==> src/rtl/lbm_pkg.sv <==
package lbm_pkg;
  localparam int LBM_AW = 24;
  localparam int LBM_DW = 16;
  localparam int LBM_TW = 3;

  typedef enum logic [1:0] {
    ST_IDLE = 2'd0,
    ST_ADDR = 2'd1,
    ST_STRB = 2'd2
  } lbm_state_e;
endpackage

==> src/rtl/lbm_lane_steer.sv <==
module lbm_lane_steer #(
  parameter int DW = 16
) (
  input  logic          word,
  input  logic          a0,
  input  logic [DW-1:0] wdata,
  input  logic [DW-1:0] din,
  output logic          up_en,
  output logic          lo_en,
  output logic [DW-1:0] dout,
  output logic [DW-1:0] rj_data,
  output logic          misaligned
);
  localparam int HW = DW / 2;

  // {upper, lower} lane enables for an access
  function automatic logic [1:0] lane_mask(input logic w, input logic lsb);
    if (w) return 2'b11;
    return lsb ? 2'b01 : 2'b10;
  endfunction

  function automatic logic [DW-1:0] right_justify(input logic [DW-1:0] d,
                                                  input logic w, input logic lsb);
    logic [DW-1:0] r;
    r = '0;
    if (w)        r = d;
    else if (lsb) r[HW-1:0] = d[HW-1:0];
    else          r[HW-1:0] = d[DW-1:HW];
    return r;
  endfunction

  function automatic logic [DW-1:0] place_write(input logic [DW-1:0] d, input logic w);
    return w ? d : {d[HW-1:0], d[HW-1:0]};
  endfunction

  logic [1:0] mask;
  assign mask       = lane_mask(word, a0);
  assign up_en      = mask[1];
  assign lo_en      = mask[0];
  assign dout       = place_write(wdata, word);
  assign rj_data    = right_justify(din, word, a0);
  assign misaligned = word & a0;
endmodule

==> src/rtl/lbm_seq.sv <==
module lbm_seq
  import lbm_pkg::*;
(
  input  logic clk,
  input  logic rst_n,
  input  logic req_valid,
  input  logic req_bad,
  input  logic halt_n,
  input  logic ack_n,
  input  logic berr_n,
  output logic req_ready,
  output logic start_go,
  output logic reject_go,
  output logic end_ok,
  output logic end_err,
  output logic in_addr,
  output logic in_strb
);
  lbm_state_e state_q, state_d;
  logic fire;

  assign in_addr   = (state_q == ST_ADDR);
  assign in_strb   = (state_q == ST_STRB);
  assign req_ready = (state_q == ST_IDLE) && halt_n && ack_n && berr_n;
  assign fire      = req_valid && req_ready;
  assign start_go  = fire && !req_bad;
  assign reject_go = fire && req_bad;
  assign end_err   = in_strb && !berr_n;
  assign end_ok    = in_strb && berr_n && !ack_n;

  always_comb begin
    state_d = state_q;
    case (state_q)
      ST_IDLE: if (start_go) state_d = ST_ADDR;
      ST_ADDR: state_d = ST_STRB;
      ST_STRB: if (end_ok || end_err) state_d = ST_IDLE;
      default: state_d = ST_IDLE;
    endcase
  end

  always_ff @(posedge clk or negedge rst_n) begin
    if (!rst_n) state_q <= ST_IDLE;
    else        state_q <= state_d;
  end

  // strobe phase is always entered from the address phase
  p_strb_after_addr_r4: assert property (@(posedge clk) disable iff (!rst_n)
    (in_strb && !$past(in_strb)) |-> $past(in_addr));

  // halt observed in idle keeps the bus from leaving idle
  p_halt_blocks_r9: assert property (@(posedge clk) disable iff (!rst_n)
    (state_q == ST_IDLE && !halt_n) |=> !in_addr);

  // the strobe phase persists while neither acknowledge nor error is seen
  p_wait_unbounded_r5: assert property (@(posedge clk) disable iff (!rst_n)
    (in_strb && ack_n && berr_n) |=> in_strb);
endmodule

==> src/rtl/lane_bus_master.sv <==
module lane_bus_master
  import lbm_pkg::*;
#(
  parameter int AW = LBM_AW,
  parameter int DW = LBM_DW,
  parameter int TW = LBM_TW
) (
  input  logic          clk,
  input  logic          rst_n,
  input  logic          req_valid,
  input  logic          req_write,
  input  logic          req_word,
  input  logic [AW-1:0] req_addr,
  input  logic [TW-1:0] req_kind,
  input  logic [DW-1:0] req_wdata,
  output logic          req_ready,
  output logic          rsp_valid,
  output logic          rsp_err,
  output logic          rsp_align,
  output logic [DW-1:0] rsp_rdata,
  output logic [AW-1:1] bus_addr,
  output logic          bus_as_n,
  output logic          bus_rw,
  output logic          bus_uds_n,
  output logic          bus_lds_n,
  output logic [TW-1:0] bus_kind,
  output logic [DW-1:0] bus_dout,
  output logic          bus_doe,
  input  logic [DW-1:0] bus_din,
  input  logic          bus_ack_n,
  input  logic          bus_berr_n,
  input  logic          bus_halt_n
);
  // sequencer events, named for the assertions
  logic start_go, reject_go, end_ok, end_err, in_addr, in_strb, active;
  logic req_bad;

  // held request
  logic [AW-1:1] addr_q;
  logic          a0_q, wr_q, word_q;
  logic [TW-1:0] kind_q;
  logic [DW-1:0] wdata_q;

  logic          up_en, lo_en;
  logic [DW-1:0] dout_w, rj_w;
  logic          unused_up, unused_lo, unused_dout, cyc_bad;
  logic [DW-1:0] unused_rj, unused_d;

  // request-side alignment check
  lbm_lane_steer #(.DW(DW)) u_req_chk (
    .word(req_word), .a0(req_addr[0]), .wdata(req_wdata), .din(bus_din),
    .up_en(unused_up), .lo_en(unused_lo), .dout(unused_d), .rj_data(unused_rj),
    .misaligned(req_bad)
  );
  assign unused_dout = ^{unused_up, unused_lo, unused_d, unused_rj};

  // lane steering for the cycle in flight
  lbm_lane_steer #(.DW(DW)) u_cyc_steer (
    .word(word_q), .a0(a0_q), .wdata(wdata_q), .din(bus_din),
    .up_en(up_en), .lo_en(lo_en), .dout(dout_w), .rj_data(rj_w),
    .misaligned(cyc_bad)
  );

  lbm_seq u_seq (
    .clk(clk), .rst_n(rst_n), .req_valid(req_valid), .req_bad(req_bad),
    .halt_n(bus_halt_n), .ack_n(bus_ack_n), .berr_n(bus_berr_n),
    .req_ready(req_ready), .start_go(start_go), .reject_go(reject_go),
    .end_ok(end_ok), .end_err(end_err), .in_addr(in_addr), .in_strb(in_strb)
  );

  assign active = in_addr | in_strb;

  always_ff @(posedge clk or negedge rst_n) begin
    if (!rst_n) begin
      addr_q  <= '0;
      a0_q    <= 1'b0;
      wr_q    <= 1'b0;
      word_q  <= 1'b1;
      kind_q  <= '0;
      wdata_q <= '0;
    end else if (start_go) begin
      addr_q  <= req_addr[AW-1:1];
      a0_q    <= req_addr[0];
      wr_q    <= req_write;
      word_q  <= req_word;
      kind_q  <= req_kind;
      wdata_q <= req_wdata;
    end
  end

  always_ff @(posedge clk or negedge rst_n) begin
    if (!rst_n) begin
      rsp_valid <= 1'b0;
      rsp_err   <= 1'b0;
      rsp_align <= 1'b0;
      rsp_rdata <= '0;
    end else begin
      rsp_valid <= end_ok | end_err | reject_go;
      rsp_err   <= end_err;
      rsp_align <= reject_go;
      rsp_rdata <= (end_ok && !wr_q) ? rj_w : '0;
    end
  end

  assign bus_addr  = addr_q;
  assign bus_kind  = kind_q;
  assign bus_as_n  = ~in_strb;
  assign bus_uds_n = ~(in_strb & up_en);
  assign bus_lds_n = ~(in_strb & lo_en);
  assign bus_rw    = ~(active & wr_q);
  assign bus_doe   = active & wr_q;
  assign bus_dout  = bus_doe ? dout_w : '0;

  // a real access never leaves both lanes unselected
  p_lane_selected_r2: assert property (@(posedge clk) disable iff (!rst_n)
    !bus_as_n |-> !(bus_uds_n && bus_lds_n));

  // a cycle in flight is never misaligned
  p_no_bad_cycle_r2: assert property (@(posedge clk) disable iff (!rst_n)
    active |-> !cyc_bad);

  // address already stable when the strobe falls
  p_addr_before_as_r4: assert property (@(posedge clk) disable iff (!rst_n)
    $fell(bus_as_n) |-> $stable(bus_addr));

  // address, direction and type hold through the strobe phase
  p_hold_in_strobe_r7: assert property (@(posedge clk) disable iff (!rst_n)
    (!bus_as_n && !$past(bus_as_n)) |-> ($stable(bus_kind) && $stable(bus_addr) && $stable(bus_rw)));

  // acknowledge closes the cycle with a response pulse
  p_ack_closes_r5: assert property (@(posedge clk) disable iff (!rst_n)
    (!bus_as_n && !bus_ack_n) |=> (rsp_valid && bus_as_n));

  // bus error wins and carries no data
  p_err_wins_r8: assert property (@(posedge clk) disable iff (!rst_n)
    (!bus_as_n && !bus_berr_n) |=> (rsp_err && rsp_rdata == '0));

  // misaligned request gives an alignment response and no bus activity
  p_reject_quiet_r10: assert property (@(posedge clk) disable iff (!rst_n)
    reject_go |=> (rsp_align && bus_as_n && $stable(bus_addr) && $stable(bus_kind)));

  // strobe gap of at least one clock between cycles
  p_strobe_gap_r11: assert property (@(posedge clk) disable iff (!rst_n)
    $rose(bus_as_n) |=> bus_as_n);

  // write data is driven for the whole strobe phase of a write
  p_write_drive_r12: assert property (@(posedge clk) disable iff (!rst_n)
    (!bus_as_n && !bus_rw) |-> bus_doe);

  // response flags are exclusive
  p_rsp_exclusive_r6: assert property (@(posedge clk) disable iff (!rst_n)
    rsp_valid |-> !(rsp_err && rsp_align));

  logic unused_ok;
  assign unused_ok = unused_dout;
endmodule

==> config.mk <==
export PLATFORM = sky130hd
export DESIGN_NAME = lane_bus_master
export DESIGN_NICKNAME = d
export VERILOG_FILES = /design/src/rtl/lbm_pkg.sv /design/src/rtl/lbm_lane_steer.sv /design/src/rtl/lbm_seq.sv /design/src/rtl/lane_bus_master.sv
export SDC_FILE = /design/constraint.sdc
export NUM_CORES = 1
export LEC_CHECK = 0
export ABC_AREA = 1
export BUFFER_PORTS_ARGS = -buffer_cell sky130_fd_sc_hd__buf_4
export CORE_MARGIN = 2
export CORE_UTILIZATION = 46
export DETAILED_ROUTE_END_ITERATION = 10
export GPL_TIMING_DRIVEN = 1
export PLACE_DENSITY = 0.87
export REMOVE_ABC_BUFFERS = 1
export SETUP_SLACK_MARGIN = 0.3
export SLEW_MARGIN = 20
export SYNTH_ARGS = -nofsm -noshare
export SYNTH_HDL_FRONTEND = slang
export SYNTH_SLANG_ARGS = --single-unit
==> constraint.sdc <==
create_clock -name clk -period 1.6 [get_ports clk]
set_input_delay 0.32 -clock clk [delete_from_list [all_inputs] [get_ports clk]]
set_output_delay 0.32 -clock clk [all_outputs]
set_load 0.03 [all_outputs]
==> impl_metrics.tcl, run 1 <==
set metrics [dict create \
    dieArea_um2 6570 \
    drc_errors 0 \
    synth_top_area_frac 0.596 \
    synth_area_per_cell_um2 8.75 \
    slowest_stage "dfrtp_1" \
    swShare 0.467 \
    hold_viol 0 \
    seq_area_frac_synth 0.605 \
    synthTopCellsByCount "128 x nand2_1, 65 x dfrtp_1, 26 x inv_1, 20 x nor2_1, 18 x a21oi_1" \
    max_stage_delay_ns 0.41 \
    ys_top_cells_by_area "dfrtp_1 60%, nand2_1 18%, inv_1 3.6%, a21oi_1 3.3%, nor2_1 2.7%" \
    fin_area_um2 5610 \
    synth_edf_count 0 \
    yosys_most_used_dff "dfrtp_1" \
    arrival_ns 1.80 \
    synth_cell_types 22 \
    place_area_um2 3890 \
    grt_pass1_vias 3367 \
    n_fill_cell 102 \
    min_period_ns 2.12 \
    io-pin-count 134 \
    clock.fmax_mhz 472 \
    grt_pass1_wl_um 16600 \
    drt-pass1-iter-count 5 \
    worstMarginPinSlew_ns 0.379 \
    cts_max_level 3 \
    wl_per_cell_um 25.6 \
    p_leak_uw 0.00294 \
    antennaDiodeCount 0 \
    die_x_um 81.0 \
    finalCritPeriodShare 1.32 \
    synth_top_family_by_area "simple AND/OR/NAND/NOR gates" \
    path_clk_slew_ns 0.07 \
    worstSetupPathType "flop to output pin" \
    synth.area.mux_share 0 \
    yosys.area.top_type "dfrtp_1" \
    drv_cap 0 \
    path_delay_family "buffers and inverters" \
    synth_warnings 0 \
    timing.slew.headroom 0.747 \
    dr_total_vias 3517 \
    cts_root_buf "clkbuf_8" \
    async_flop_share 1.00 \
    fp.dieH_um 81.0 \
    synthMostInstantiatedCell "nand2_1" \
    antenna_found_initial 0 \
    nets 579 \
    synth_area_um2 2730 \
    via_per_inst 5.99 \
    cp_cell_sequence "inv_2, ha_4, nand2_4, inv_4, buf_6, o21ai_2, a21oi_1, buf_4" \
    clock_path_buffers 2 \
    start_util 0.469 \
    synth_xor_xnor_area_share 0 \
    finalSetupViolCount 86 \
    crit_path_end_kind "output pin" \
    critPathLaunchType "flop" \
    p_int_uw 5860 \
    clock_latency_ns 0.35 \
    syn-instance-count 312 \
    rsz0062_at_grt "true" \
    finalSetupTns_ns -20.49 \
    status "finished with violations" \
    clkPwrFrac 0.137 \
    hold_path_class "input port to flop" \
    grtUsageTotal 0.346 \
    fin_ws_ns -0.517 \
    postRouteWirelength_um 15000 \
    critical_path.max_fanout 5 \
    p_comb_frac 0.599 \
    areaGrowthSynthToFinish_pct 105 \
    ant_nets 0 \
    ys_ff_latch 66 \
    power.switching_uw 5130 \
    cts_buffers 9 \
    row_count 28 \
    final-max-slew-violation-count 0 \
    dp_hpwl_um 5110 \
    cts_tree "yes" \
    cp_num_buf_inv 4 \
    violations "setup timing" \
    synth_adder_area_share 0.0183 \
    p_per_area_nw_per_um2 1960 \
    power_uw 11000 \
    cts_sinks 66 \
    regArea_um2 1660 \
    ir_drop_mv 1.86 \
    gp_congestion 0.786 \
    finalClockSkew_ns 0.00970 \
    io_buffers 133 \
    power_frac_seq 0.264 \
    synthSimpleGateAreaFrac 0.224 \
    grt_start_max_net_pins 27 \
    core_um2 5820 \
    critPathRequiredTime_ns 1.28 \
    drtIter0Drc 244 \
    multi_input_area_um2 1590 \
    synth_compound_area_frac 0.0852 \
    drive_above_1_share 0.719 \
    grt-ovfl-total 0 \
]
==> flip-flops by register name, summed over array words and instances, names as in the netlist <==
register       count
bus_addr          23
rsp_err            1
wr_q               1
rsp_valid          1
bus_kind           3
wdata_q           16
u_seq.state_q      2
rsp_align          1
a0_q               1
rsp_rdata         16
word_q             1
==> power groups by stage <==
stage | clock [uW] | sequential [uW] | combinational, uW
2_1_floorplan | 0 | 3350 | 1590
3_3_place_gp | 0 | 2670 | 3950
3_5_place_dp | 0 | 2690 | 4060
4_1_cts | 1440 | 2700 | 5240
5_1_grt | 1570 | 2910 | 6770
6_report | 1500 | 2910 | 6590
==> cells by family after synthesis <==
logic type,count (synthesis)
flops,66
simple gates,156
fa+ha+maj,4
compound gates,46
buf+inv,40
==> placed cells by master, fill, tap and decap left out, types with 2 or more instances in the layout <==
master / netlist / layout
buf_4: 6 / 136
dfrtp_1: 65 / 65
nand2_2: 1 / 54
nand2_1: 128 / 42
buf_6: 1 / 42
nand2_4: 0 / 33
o21ai_2: 0 / 24
inv_1: 26 / 21
nor2_4: 1 / 14
a21oi_2: 0 / 13
clkbuf_8: 0 / 12
buf_16: 0 / 10
buf_12: 0 / 7
inv_2: 1 / 4
nor2_1: 20 / 4
nor2_2: 1 / 4
a21oi_1: 18 / 3
a21oi_4: 0 / 2
o21ai_1: 12 / 2
nand3_1: 2 / 2
ha_4: 0 / 2
ha_1: 4 / 2
buf_8: 0 / 2
==> repair_timing <==
| action | in CTS | in global routing |
|---|---|---|
| pin swaps | 32 | 38 |
| resized for setup | 151 | 138 |
| setup buffers | 23 | 10 |
| setup endpoints to repair | 86 | 87 |
| endpoints found under the hold margin | 22 | 0 |
| hold buffers | 1 | 0 |
| cloned | 12 | 0 |
==> metal layers <==
metal	GRT usage	up-vias	routed length (um)
met3	0.0700	141	1420
li1	-	1361	-
met1	0.384	1694	4880
met4	0.183	0	1210
met5	0	-	0
met2	0.623	321	7520
==> through the flow <==
| step | instances | setup WS, ns | hold slack (ns) | utilization |
|---|---|---|---|---|
| 6_report | 587 | -0.517 | 0.182 | 0.965 |
| 5_1_grt | 587 | -0.545 | 0.179 | 0.965 |
| 4_1_cts | 577 | -0.387 | 0.169 | 0.867 |
| 3_5_place_dp | 526 | -0.0954 | 0.246 | 0.670 |
| 3_3_place_gp | 526 | -0.0513 | 0.240 | 0.670 |
| 2_1_floorplan | 299 | -0.741 | 0.0244 | - |
==> final cells by class <==
class                           count  area share
Timing Repair Buffer              198       0.348
Sequential cell                    66       0.295
Multi-Input combinational cell    206       0.284
Clock buffer                       13      0.0301
Inverter                           27      0.0199
Tap cell                           75      0.0167
Clock inverter                      2     0.00625
==> worst min-delay path, delay by kind of cell <==
kind          cells  cell delay (ns)
buf+inv           1             0.09
simple gates      2             0.08
==> final timing paths <==
check / start / endpoint / cells after the start / slack (ns)
min: req_addr[17] / bus_addr[17] / 3 / 0.18
max: u_seq.state_q[0] / bus_dout[8] / 8 / -0.52
max reg2reg: u_seq.state_q[0] / rsp_rdata[7] / 11 / -0.35
min in group asynchronous: rst_n / u_seq.state_q[1] / 2 / 0.46
max in group asynchronous: rst_n / rsp_rdata[2] / 3 / 0.55
min reg2reg: bus_addr[10] / bus_addr[10] / 2 / 0.52
No activity file was read; power rests on OpenSTA's default activity.
==> inputs of run 2 (changes only) <==
--- a/config.mk
+++ b/config.mk
@@ -5,10 +5,10 @@
 export SDC_FILE = /design/constraint.sdc
 export NUM_CORES = 1
 export LEC_CHECK = 0
-export ABC_AREA = 1
+export ABC_CLOCK_PERIOD_IN_PS = 1600
 export BUFFER_PORTS_ARGS = -buffer_cell sky130_fd_sc_hd__buf_4
 export CORE_MARGIN = 2
-export CORE_UTILIZATION = 46
+export CORE_UTILIZATION = 47
 export DETAILED_ROUTE_END_ITERATION = 10
 export GPL_TIMING_DRIVEN = 1
 export PLACE_DENSITY = 0.87
==> run 2 against run 1 <==
  * The flow still finishes with violations (setup timing)
  * Combinational power is 28% lower
  * Clock power grew 15%
  * Clock skew up 0.0047 ns
  * Utilization fell by 12 points
  * Final area is 11% lower
  * Register-to-register slack improved by 0.08 ns
  * Sequential share of layout area rose by 3.5 points
  * Non-clock buffer count fell by 28
  * Critical path type is now flop to flop
==> impl_metrics.tcl, run 2 <==
set metrics [dict create \
    hold_path_class "input port to flop" \
    drive_above_1_share 0.724 \
    rsz0062_at_grt "true" \
    postRouteWirelength_um 8760 \
    grt_pass1_wl_um 12300 \
    synth_warnings 0 \
    yosys_most_used_dff "dfrtp_1" \
    routed.top_layer "met4" \
    clock.fmax_mhz 535 \
    critical_path.max_fanout 8 \
    finalSetupViolCount 66 \
    worstSetupPathType "flop to flop" \
    grt_pass1_vias 2425 \
    synth_area_um2 2910 \
    worstMarginPinSlew_ns 0.449 \
    timing.slew.headroom 0.701 \
    dp_hpwl_um 5380 \
    whs_endpoint "rsp_rdata[15]" \
    violations "setup timing" \
    antenna_found_initial 0 \
    n_fill_cell 296 \
    async_flop_share 1.00 \
    core_um2 5960 \
    m1WireLength_um 3380 \
    finish.utilization 0.841 \
    r2r-end "wdata_q[2]" \
    place_area_um2 4090 \
    fin_ws_ns -0.271 \
    p_comb_frac 0.514 \
    ir_drop_mv 1.41 \
    io-pin-count 134 \
    cts_sinks 66 \
    cts_tree "yes" \
    finalClockSkew_ns 0.0144 \
    hold_path_startpoint "bus_din[15]" \
    clkPwrFrac 0.186 \
    ys_top_cells_by_area "dfrtp_1 56%, mux2_4 21%, mux2i_1 2.8%, and3_1 1.9%, mux2_2 1.9%" \
    io_buffers 133 \
    gp_congestion 0.803 \
    power_frac_seq 0.300 \
    synthMostInstantiatedCell "dfrtp_1" \
    synthTopCellsByCount "65 x dfrtp_1, 40 x mux2_4, 13 x nand2_1, 12 x nor2_1, 10 x o21ai_0" \
    grt-ovfl-total 0 \
    swShare 0.382 \
    seq_area_frac_synth 0.568 \
    p_int_uw 5740 \
    synth_cell_types 26 \
    synth_top_area_frac 0.559 \
    rr_worst_depth 8 \
    yosys.area.top_type "dfrtp_1" \
    cts_root_buf "clkbuf_8" \
    p_per_area_nw_per_um2 1850 \
    dr_total_vias 2373 \
    antennaDiodeCount 0 \
    drv_cap 0 \
    grtUsageTotal 0.247 \
    finalCritPeriodShare 1.17 \
    grt_start_max_net_pins 39 \
    clock_path_buffers 2 \
    rrSetupSlack_ns -0.27 \
    final_common_cell "buf_4" \
    regToRegStartpoint "u_seq.state_q[0]" \
    fin_area_um2 5010 \
    nets 450 \
    largest_reg_flops 23 \
    ys_ff_latch 66 \
    min_period_ns 1.87 \
    power_uw 9290 \
    synth_area_per_cell_um2 14.0 \
    crit_path_end_kind "flop" \
    dr_wl_met3_um 592 \
    critPathLaunchType "flop" \
    die_x_um 82.7 \
    path_clk_slew_ns 0.08 \
    hold_depth 2 \
    drc_errors 0 \
    final_cell_mix "122 x buf_4, 65 x dfrtp_1, 42 x mux2_4, 35 x buf_6, 10 x nand2_1" \
    hold_viol 0 \
    start_util 0.489 \
    cts_max_level 3 \
    syn-instance-count 208 \
    via_per_inst 5.17 \
    critPathRequiredTime_ns 1.81 \
    row_count 28 \
    power.switching_uw 3540 \
    drt-pass1-iter-count 4 \
    ant_nets 0 \
    status "finished with violations" \
    fp.dieH_um 82.7 \
    drtIter0Drc 73 \
    dieArea_um2 6840 \
    routed-wl-met2_um 4610 \
    final-max-slew-violation-count 0 \
    wl_per_cell_um 19.1 \
    synth_edf_count 0 \
    cts_buffers 9 \
    pre_cts_slack_ns -0.0451 \
    areaGrowthSynthToFinish_pct 72.2 \
    p_leak_uw 0.00262 \
    arrival_ns 2.08 \
    clock_latency_ns 0.34 \
]
[run 2: critical path, cell delays in order (launching register included)]
cell and delay (ns):
dfrtp_1 0.39, inv_2 0.11, ha_4 0.15, and4_4 0.22, buf_6 0.11, nand3_4 0.15
buf_12 0.19, buf_12 0.14, mux2_4 0.29
[run 2: per-stage QoR]
step           instances  setup TNS (ns)  hold WS (ns)
6_report             459          -15.21         0.203
5_1_grt              459          -18.43         0.185
4_1_cts              453          -11.67         0.169
3_5_place_dp         422          -0.982         0.260
3_3_place_gp         422         -0.0281         0.256
2_1_floorplan        198          -33.16        0.0244
[run 2: final cells by class]
class | count | area (um^2) | area share
sequential | 66 | 1660 | 0.331
clock buffer | 9 | 124 | 0.0247
multi-input combinational | 127 | 1400 | 0.280
tap | 75 | 93.8 | 0.0187
clock inverter | 7 | 124 | 0.0247
inverter | 5 | 23.8 | 0.00474
timing repair buffer | 170 | 1590 | 0.316
[run 2: kinds of logic after synthesis]
group / after synthesis / share of synthesized area
adder cells (fa/ha/maj): 4 / 0.0172
AND/OR/NAND/NOR: 47 / 0.0873
multiplexers: 53 / 0.253
buffers and inverters: 15 / 0.0314
flip-flops: 66 / 0.568
AO/OA/AOI/OAI: 23 / 0.0430
[run 2: worst max-delay path by stage]
| stage | slack, ns | start | endpoint |
|---|---|---|---|
| final | -0.27 | u_seq.state_q[0] | wdata_q[2] |
| after global routing | -0.35 | u_seq.state_q[0] | bus_dout[12] |
| after CTS | -0.25 | word_q | bus_dout[9] |
| after detailed placement | -0.05 | u_seq.state_q[0] | bus_addr[3] |
| after global placement | -0.002 | u_seq.state_q[0] | bus_addr[10] |
| after floorplan | -0.71 | u_seq.state_q[0] | bus_addr[10] |
[run 2: layer usage]
metal  vias to the layer above  track usage
li1                       1069            -
met4                         0       0.0918
met2                       120        0.446
met5                         -            0
met1                      1165        0.286
met3                        19       0.0554
[run 2: repair_timing]
action,in CTS,in global routing
pin swaps,2,4
hold buffers,1,0
endpoints found under the hold margin,27,0
cloned,4,0
setup endpoints to repair,86,87
buffers inserted,10,6
resized for setup,57,51
[run 2: power groups by stage]
stage | registers, uW | clock network, uW | logic (uW)
floorplan | 3340 | 0 | 1600
global placement | 2740 | 0 | 3610
detailed placement | 2770 | 0 | 3720
CTS | 2720 | 1740 | 4310
global route | 2850 | 1820 | 5010
finish | 2790 | 1730 | 4770
